===== config.mk =====
export PLATFORM = sky130hd
export DESIGN_NAME = fan_pwm_channel
export DESIGN_NICKNAME = d
export VERILOG_FILES = /design/src/rtl/fan_pwm_pkg.sv /design/src/rtl/fan_pwm_regs.sv /design/src/rtl/fan_pwm_duty_sel.sv /design/src/rtl/fan_pwm_gen.sv /design/src/rtl/fan_pwm_channel.sv
export SDC_FILE = /design/constraint.sdc
export NUM_CORES = 1
export LEC_CHECK = 0
export ABC_CLOCK_PERIOD_IN_PS = 2900
export CAP_MARGIN = 20
export CORE_UTILIZATION = 45
export CTS_BUF_LIST = sky130_fd_sc_hd__clkbuf_2
export DETAILED_ROUTE_END_ITERATION = 8
export DONT_BUFFER_PORTS = 1
export PLACE_DENSITY_LB_ADDON = 0.08
export SYNTH_ARGS = -nofsm -noshare
export SYNTH_HDL_FRONTEND = slang
export SYNTH_SLANG_ARGS = --single-unit

===== constraint.sdc =====
create_clock -name clk -period 2.9 [get_ports clk]
set_clock_uncertainty 0.05 [all_clocks]
set_input_delay 0.58 -clock clk [delete_from_list [all_inputs] [get_ports clk]]
set_output_delay 0.58 -clock clk [all_outputs]
set_load 0.02 [all_outputs]

===== src/rtl/fan_pwm_pkg.sv =====
package fan_pwm_pkg;
  localparam int DUTY_W = 8;
  localparam int ADDR_W = 2;
  localparam int MODE_W = 3;

  localparam logic [ADDR_W-1:0] ADDR_CFG  = 2'd0;
  localparam logic [ADDR_W-1:0] ADDR_DUTY = 2'd1;
  localparam logic [ADDR_W-1:0] ADDR_LOCK = 2'd2;

  localparam logic [7:0] CFG_RESET = 8'h62;

  typedef enum logic [MODE_W-1:0] {
    MODE_ZONE1  = 3'b000,
    MODE_ZONE2  = 3'b001,
    MODE_ZONE3  = 3'b010,
    MODE_FULL   = 3'b011,
    MODE_OFF    = 3'b100,
    MODE_HOT23  = 3'b101,
    MODE_HOT123 = 3'b110,
    MODE_MANUAL = 3'b111
  } fan_mode_e;

  typedef struct packed {
    logic              force_on;
    logic              force_off;
    logic              inv;
    logic [DUTY_W-1:0] duty;
  } drive_t;

  localparam drive_t DRIVE_RESET = '{force_on: 1'b1, force_off: 1'b0,
                                     inv: 1'b0, duty: {DUTY_W{1'b1}}};

  function automatic logic [DUTY_W-1:0] larger(input logic [DUTY_W-1:0] a,
                                               input logic [DUTY_W-1:0] b);
    return (a > b) ? a : b;
  endfunction

  function automatic fan_mode_e cfg_mode(input logic [7:0] cfg);
    return fan_mode_e'(cfg[7:5]);
  endfunction

  function automatic logic level_of(input drive_t d, input logic [DUTY_W-1:0] cnt);
    logic act;
    act = d.force_on ? 1'b1 : (d.force_off ? 1'b0 : (cnt < d.duty));
    return act ^ d.inv;
  endfunction
endpackage


===== src/rtl/fan_pwm_regs.sv =====
module fan_pwm_regs
  import fan_pwm_pkg::*;
(
  input  logic              clk,
  input  logic              rst_n,
  input  logic              wr_en,
  input  logic [ADDR_W-1:0] wr_addr,
  input  logic [7:0]        wr_data,
  output logic [7:0]        cfg,
  output logic [DUTY_W-1:0] sw_duty,
  output logic              locked
);
  logic cfg_wr_blocked;
  logic duty_wr_ignored;
  logic is_manual;

  assign is_manual       = (cfg_mode(cfg) == MODE_MANUAL);
  assign cfg_wr_blocked  = wr_en && (wr_addr == ADDR_CFG) && locked;
  assign duty_wr_ignored = wr_en && (wr_addr == ADDR_DUTY) && !is_manual;

  always_ff @(posedge clk or negedge rst_n) begin
    if (!rst_n) begin
      cfg     <= CFG_RESET;
      sw_duty <= '0;
      locked  <= 1'b0;
    end else if (wr_en) begin
      case (wr_addr)
        ADDR_CFG:  if (!locked) cfg <= wr_data;
        ADDR_DUTY: if (is_manual) sw_duty <= wr_data[DUTY_W-1:0];
        ADDR_LOCK: if (wr_data[0]) locked <= 1'b1;
        default: ;
      endcase
    end
  end

  assert_lock_sticky_R10: assert property (@(posedge clk) disable iff (!rst_n)
    locked |=> locked);
  assert_cfg_frozen_R10: assert property (@(posedge clk) disable iff (!rst_n)
    cfg_wr_blocked |=> $stable(cfg));
  assert_duty_ignored_R5: assert property (@(posedge clk) disable iff (!rst_n)
    duty_wr_ignored |=> $stable(sw_duty));
endmodule


===== src/rtl/fan_pwm_duty_sel.sv =====
module fan_pwm_duty_sel
  import fan_pwm_pkg::*;
(
  input  logic              clk,
  input  logic              rst_n,
  input  logic [7:0]        cfg,
  input  logic [DUTY_W-1:0] zone1_duty,
  input  logic [DUTY_W-1:0] zone2_duty,
  input  logic [DUTY_W-1:0] zone3_duty,
  input  logic [DUTY_W-1:0] sw_duty,
  output drive_t            req
);
  fan_mode_e         mode;
  logic [DUTY_W-1:0] hot23;
  logic [DUTY_W-1:0] hot123;
  logic              hot_mode;

  assign mode     = cfg_mode(cfg);
  assign hot23    = larger(zone2_duty, zone3_duty);
  assign hot123   = larger(zone1_duty, hot23);
  assign hot_mode = (mode == MODE_HOT23) || (mode == MODE_HOT123);

  always_comb begin
    req           = '0;
    req.inv       = cfg[4];
    unique case (mode)
      MODE_ZONE1:  req.duty = zone1_duty;
      MODE_ZONE2:  req.duty = zone2_duty;
      MODE_ZONE3:  req.duty = zone3_duty;
      MODE_HOT23:  req.duty = hot23;
      MODE_HOT123: req.duty = hot123;
      MODE_MANUAL: req.duty = sw_duty;
      MODE_FULL: begin
        req.force_on = 1'b1;
        req.duty     = {DUTY_W{1'b1}};
      end
      MODE_OFF: begin
        req.force_off = 1'b1;
        req.duty      = '0;
      end
      default: req.duty = '0;
    endcase
  end

  assert_hot_covers_R4: assert property (@(posedge clk) disable iff (!rst_n)
    hot_mode |-> (req.duty >= zone2_duty) && (req.duty >= zone3_duty)
                 && ((req.duty == zone2_duty) || (req.duty == zone3_duty)
                     || (req.duty == zone1_duty)));
  assert_hot123_z1_R4: assert property (@(posedge clk) disable iff (!rst_n)
    (mode == MODE_HOT123) |-> (req.duty >= zone1_duty));
endmodule


===== src/rtl/fan_pwm_gen.sv =====
module fan_pwm_gen
  import fan_pwm_pkg::*;
(
  input  logic   clk,
  input  logic   rst_n,
  input  drive_t req,
  output drive_t applied,
  output logic   pwm_out
);
  localparam logic [DUTY_W-1:0] CNT_LAST = {DUTY_W{1'b1}};

  logic [DUTY_W-1:0] cnt;
  logic              period_end;

  assign period_end = (cnt == CNT_LAST);

  always_ff @(posedge clk or negedge rst_n) begin
    if (!rst_n) begin
      cnt     <= '0;
      applied <= DRIVE_RESET;
    end else begin
      cnt <= cnt + 1'b1;
      if (period_end) applied <= req;
    end
  end

  assign pwm_out = level_of(applied, cnt);

  assert_wrap_R7: assert property (@(posedge clk) disable iff (!rst_n)
    period_end |=> (cnt == '0));
  assert_hold_mid_period_R9: assert property (@(posedge clk) disable iff (!rst_n)
    !period_end |=> $stable(applied));
  assert_full_forced_R6: assert property (@(posedge clk) disable iff (!rst_n)
    applied.force_on |-> (pwm_out != applied.inv));
  assert_off_forced_R6: assert property (@(posedge clk) disable iff (!rst_n)
    applied.force_off |-> (pwm_out == applied.inv));
endmodule


===== src/rtl/fan_pwm_channel.sv =====
module fan_pwm_channel
  import fan_pwm_pkg::*;
(
  input  logic        clk,
  input  logic        rst_n,
  input  logic        wr_en,
  input  logic [1:0]  wr_addr,
  input  logic [7:0]  wr_data,
  input  logic [1:0]  rd_addr,
  output logic [7:0]  rd_data,
  input  logic [7:0]  zone1_duty,
  input  logic [7:0]  zone2_duty,
  input  logic [7:0]  zone3_duty,
  output logic        pwm_out
);
  logic [7:0]        cfg;
  logic [DUTY_W-1:0] sw_duty;
  logic              locked;
  drive_t            req;
  drive_t            applied;
  logic [DUTY_W-1:0] duty_view;

  fan_pwm_regs u_regs (
    .clk     (clk),
    .rst_n   (rst_n),
    .wr_en   (wr_en),
    .wr_addr (wr_addr),
    .wr_data (wr_data),
    .cfg     (cfg),
    .sw_duty (sw_duty),
    .locked  (locked)
  );

  fan_pwm_duty_sel u_sel (
    .clk        (clk),
    .rst_n      (rst_n),
    .cfg        (cfg),
    .zone1_duty (zone1_duty),
    .zone2_duty (zone2_duty),
    .zone3_duty (zone3_duty),
    .sw_duty    (sw_duty),
    .req        (req)
  );

  fan_pwm_gen u_gen (
    .clk     (clk),
    .rst_n   (rst_n),
    .req     (req),
    .applied (applied),
    .pwm_out (pwm_out)
  );

  assign duty_view = (cfg_mode(cfg) == MODE_MANUAL) ? sw_duty : applied.duty;

  always_comb begin
    case (rd_addr)
      ADDR_CFG:  rd_data = cfg;
      ADDR_DUTY: rd_data = duty_view;
      ADDR_LOCK: rd_data = {7'd0, locked};
      default:   rd_data = 8'd0;
    endcase
  end

  assert_view_manual_R11: assert property (@(posedge clk) disable iff (!rst_n)
    (cfg_mode(cfg) != MODE_MANUAL && rd_addr == ADDR_DUTY) |-> (rd_data == applied.duty));
endmodule


[Word level (Yosys, flattened, before mapping)]
Index checks and enable logic that the tools add are counted.
Storage, ports and cells
  memories kept: 0
  input port bits: 39
  output and inout port bits: 9
  bits in writable memories: 0
  flip-flop bits (word level): 36
  latch bits: 0
  ROM bits: 0
Cells by class
  reductions and logical operators: 6
  multiplexer cells: 9
  equal/unequal tests: 12
  $lt $le $gt $ge: 3
  divide/modulo/power cells: 0
  shift-type cells: 0
  multipliers: 0
  add/sub/neg operators: 1
  bitwise logic cells: 2
Operator list (count)
  $pmux 8 s8: 1
  $mux 8: 3
  $pmux 8 s3: 1
  $gt 8x8->1: 2
  $eq 3x3->1 const B: 4
  $reduce_and 3->1: 3
  $add 8x1->8 const B: 1
  $eq 8x8->1 const B: 1
  $lt 8x8->1: 1
  $eq 3x2->1 const B: 2
  $eq 2x1->1 const B: 2
  $eq 2x2->1 const B: 2
  $logic_not 2->1: 2
  $mux 1: 4
  $eq 3x1->1 const B: 1
  $logic_not 3->1: 1
  $not 1->1: 1
  $xor 1x1->1: 1

[Longest topological paths before layout]
  depth after elaboration: 5
  depth in mapped cells: 14

[Modules after synthesis]
From an unflattened synthesis, not the netlist that was laid out.
Unflattened totals
  cells, all modules: 303
  area, all modules: 2802.7 µm²
Modules (own cells, without submodules)
  fan_pwm_duty_sel: times used 1, cells each 145, area an instance 973.4 µm², sequential area each 0.0 µm²
  fan_pwm_gen: times used 1, cells each 82, area an instance 952.2 µm², sequential area each 486.7 µm²
  fan_pwm_regs: times used 1, cells each 39, area an instance 671.9 µm², sequential area each 429.2 µm²
  fan_pwm_channel: times used 1, cells each 37, area an instance 205.2 µm², sequential area each 0.0 µm²

[Least setup slack after synthesis]
Ideal clock, no wire load.
  path kind: in2reg
  start: input port zone3_duty[5]
  end: register u_gen.applied[7] (netlist name)
  path buffers: 0
  data arrival time: 3.281 ns
  slack: -0.492 ns
  setup time: 0.060 ns
  data required time: 2.790 ns
  stages on the path: 14
  cells stage by stage: inv_1 -> ha_1 -> a211o_1 -> a21oi_1 -> nor2_1 -> a21oi_4 -> mux2i_1 -> ha_1 -> a21oi_1 -> nor2_1 -> a211oi_1 -> a31o_2 -> nor3b_1 -> o22a_1
On the way
  longest elaborated chain between the ends: 5
Ends and longest elaborated chain
  start, declared: RTL line fan_pwm_channel.sv:13  | input logic [7:0] zone3_duty,
  $gt 8x8->1: RTL line fan_pwm_pkg.sv:35  | return (a > b) ? a : b;
  $mux 8 *: RTL line fan_pwm_pkg.sv:35
  $gt 8x8->1: RTL line fan_pwm_pkg.sv:35
  $mux 8: RTL line fan_pwm_pkg.sv:35
  $pmux 8 s8 *: RTL line fan_pwm_duty_sel.sv:26  | unique case (mode)
Every way passes the cells marked *; elsewhere a longest branch is shown, timed or not.
A chain may end at the register's enable or synchronous reset.

[Final worst setup path]
  start: input port zone3_duty[1]
  end: register u_gen.applied[5] (netlist name)
On the way
  longest elaborated chain between the ends: 5
Ends and longest elaborated chain (RTL line)
  $gt 8x8->1: fan_pwm_pkg.sv:35
  $mux 8 *: fan_pwm_pkg.sv:35
  $gt 8x8->1: fan_pwm_pkg.sv:35
  $mux 8: fan_pwm_pkg.sv:35
  $pmux 8 s8 *: fan_pwm_duty_sel.sv:26
Marks and branches as above.

==> impl_results.md <==
* Max Cap Viol at 0
* Critical path launch point: zone3_duty[1]
* Gpl congestion at 0.839
* RSZ-0062 raised after global routing: true
* Worst path required time at 3.18 ns
* Lkg Pwr at 1.51 nW
* Post-synth EDFFs at 0
* CP max-delay cell: a211oi_1
* Commonest non-fill, non-tap cell in the layout: buf_4
* WL/cell at 17.7 um
* Slack of the critical path at 0.0282 ns
* Hold Crit Start: wr_data[7]
* Critical Path Max Stage Delay at 0.36 ns
* Fin crit share at 0.990
* Nets at 407
* Reg2reg setup slack at 0.75 ns
* Area after DPL at 3140 um^2
* #FFs+latches synth at 36
* Hold WC Path Type: input port to register
* Crit path kind: input port to register
* Initial antenna violation count at 0
* CP startpoint kind: input port
* Endpoint class of the critical path: register
* Pwr dens at about 490 nW/um^2
* Ys flop type: dfrtp_1
* Finished Layout Cells at 420
* IO Count at 48
* Final Hold Viols at 0
* ANT nets after route at 0
* Final Cell Area at 3530 um^2
* Mapped Avg Cell Area at between 9 and 10 um^2
* First-pass GRT wire length at 11900 um
* Number of buffers created by CTS at 5
* Most frequent cells in the layout: buf_4, nand2_1, inv_1, dfrtp_1, mux2_2
* Synth async-reset ratio at 1.00
* Initial DRC Count at around 200
* Reg-to-reg startpoint: u_gen.cnt[1]
* Maximum fanout along the worst path at 4
* Clock Path Buffers at 2
* Pwr Total at 1.74 mW
* Via density at 5.81
* Max Clk Rate at 348 MHz
* GRT overflow at 0
* Synth Cell Area at 2830 um^2
* TritonCTS clock tree: done
* Overall routing resource usage at 0.242
* Clk sink count at 36
* Worst slew margin at 0.563
* Die H at 81.3 um
* Warnings, synthesis at 0
* Cell Rows at 28
* Final critical-path required period at 2.87 ns
* Crit-path cells: inv_8 > ha_4 > nor2b_4 > o211ai_1 > buf_4 > a21oi_4 > buf_4 > a211oi_1 > or2_4 > ha_4 > nand4_1 > a21o_1 > a211oi_4 > buf_6 > a21oi_2 > o22ai_1
* Status: finished, final reports clean
* Clk_lat worst skew at 0.40 ns
* Drt drc at 0
* Worst Max-Slew Pin Slew at ~0.65 ns
* Via count of the first global-routing pass at 2402
* Post-Syn Nets at 372
* Final Max Slew Viols at 0
* Post-Route Setup TNS at 0 ns
* Dpl hpwl at 5450 um
* Drt pass-1 iters at 4
* CTS root buf: clkbuf_2
* Layout cells sized above 1 at 0.362
* Initial Util at 0.473
* DR vias at 2442
* Largest net degree at the start of global routing at 37
* Worst vdd ir at 0.360 mV
* Detailed Route WL at 7440 um
* Placed cells at 398
* Die X at 81.3 um
* CTS H-tree lvls at 2
* Die area at 6610 um^2
* Core Region at 5990 um^2
* Synth-to-layout area growth at 24.7%
* Setup violators final at 0
* Register area share after synthesis at 0.323
* Reg clk slew, reported paths at 0.22 ns
* Post-synthesis cell type count at 48
* Post-synthesis instance total at 309
* Port buffer count at 0
* Pre-CTS WS at -0.532 ns
* Worst EP arrival at approximately 3.2 ns
* Ant diodes at 0
==> repair_timing <==
action / in CTS / in global routing
endpoints found under the setup margin: 9 / 16
hold endpoints to repair: 36 / 0
setup buffers: 7 / 5
pin swaps: 15 / 30
hold buffers: 2 / 0
resized for setup: 15 / 25
==> worst max-delay path, delay by kind of cell <==
family | cells | cell delay, ns
compound gates | 7 | 1.31
simple gates | 3 | 0.45
buf+inv | 4 | 0.44
fa+ha+maj | 2 | 0.36
==> metrics by stage <==
stage	util	hold WS, ns
2_1_floorplan	-	0.234
3_3_place_gp	0.524	0.236
3_5_place_dp	0.524	0.239
4_1_cts	0.562	0.197
5_1_grt	0.589	0.194
6_report	0.589	0.228
==> layout make-up <==
class / instances / area (um^2)
Clock buffer: 5 / 25.0
Timing Repair Buffer: 44 / 369
Multi-Input combinational cell: 230 / 1960
Inverter: 27 / 121
Sequential cell: 36 / 920
Clock inverter: 3 / 46.3
Tap cell: 75 / 93.8
Fill cell: 526 / 2460
==> synthesized netlist by cell type, types with 2 or more instances <==
cell,number,area share
a21oi_1,18,0.032
ha_1,24,0.11
xor2_1,3,0.0093
a22o_1,2,0.0062
o211ai_1,10,0.027
dfrtp_1,24,0.21
nand4_1,6,0.013
mux2i_1,16,0.057
nand3_1,6,0.011
a211oi_1,10,0.027
a21o_1,6,0.016
o21ai_0,12,0.021
clkbuf_1,6,0.0080
nor2_1,18,0.024
nor2b_1,4,0.0088
dfstp_2,12,0.11
o221ai_1,7,0.022
xnor2_1,3,0.0093
nand3b_1,6,0.016
inv_1,27,0.036
buf_2,8,0.014
mux2_2,18,0.072
nand2_1,32,0.042
buf_6,2,0.0080
o22ai_1,6,0.013
==> per-layer routing <==
metal  share of wire  vias to the layer above  routed length [um]  GRT usage
met5               0                        -                   0          0
met4          0.0051                        0                  38     0.0661
met3           0.062                        2                 461     0.0584
met2            0.48                       61                3540      0.386
met1            0.46                     1180                3400      0.323
li1                -                     1199                   -          -
==> where the power goes <==
part / internal, mW / switching, mW / leakage, nW
registers: 0.607 / 0.0819 / 0.425
clock network: 0.149 / 0.191 / 0.0396
logic: 0.347 / 0.370 / 1.05
total: 1.10 / 0.642 / 1.51
==> state kept, by name, summed over array words and instances (netlist names) <==
register,count
u_regs.cfg,8
u_gen.cnt,8
u_regs.sw_duty,8
u_regs.locked,1
u_gen.applied,11
==> worst paths after layout <==
kind                                          to  cells past startpoint
worst max-delay path            u_gen.applied[5]                     16
worst min-delay path               u_regs.cfg[7]                      2
worst max register to register  u_gen.applied[0]                      8
worst min register to register      u_gen.cnt[0]                      1
max in group asynchronous       u_gen.applied[0]                      2
min in group asynchronous          u_regs.cfg[7]                      2
==> cell families after synthesis <==
kind of cell / count (synthesis) / share of synthesized area
compound gates: 83 / 0.206
simple gates: 83 / 0.152
buf+inv: 43 / 0.0658
flops: 36 / 0.323
mux: 34 / 0.128
fa+ha+maj: 24 / 0.106
xor+xnor: 6 / 0.0186
(Power assumes the default switching activity.)
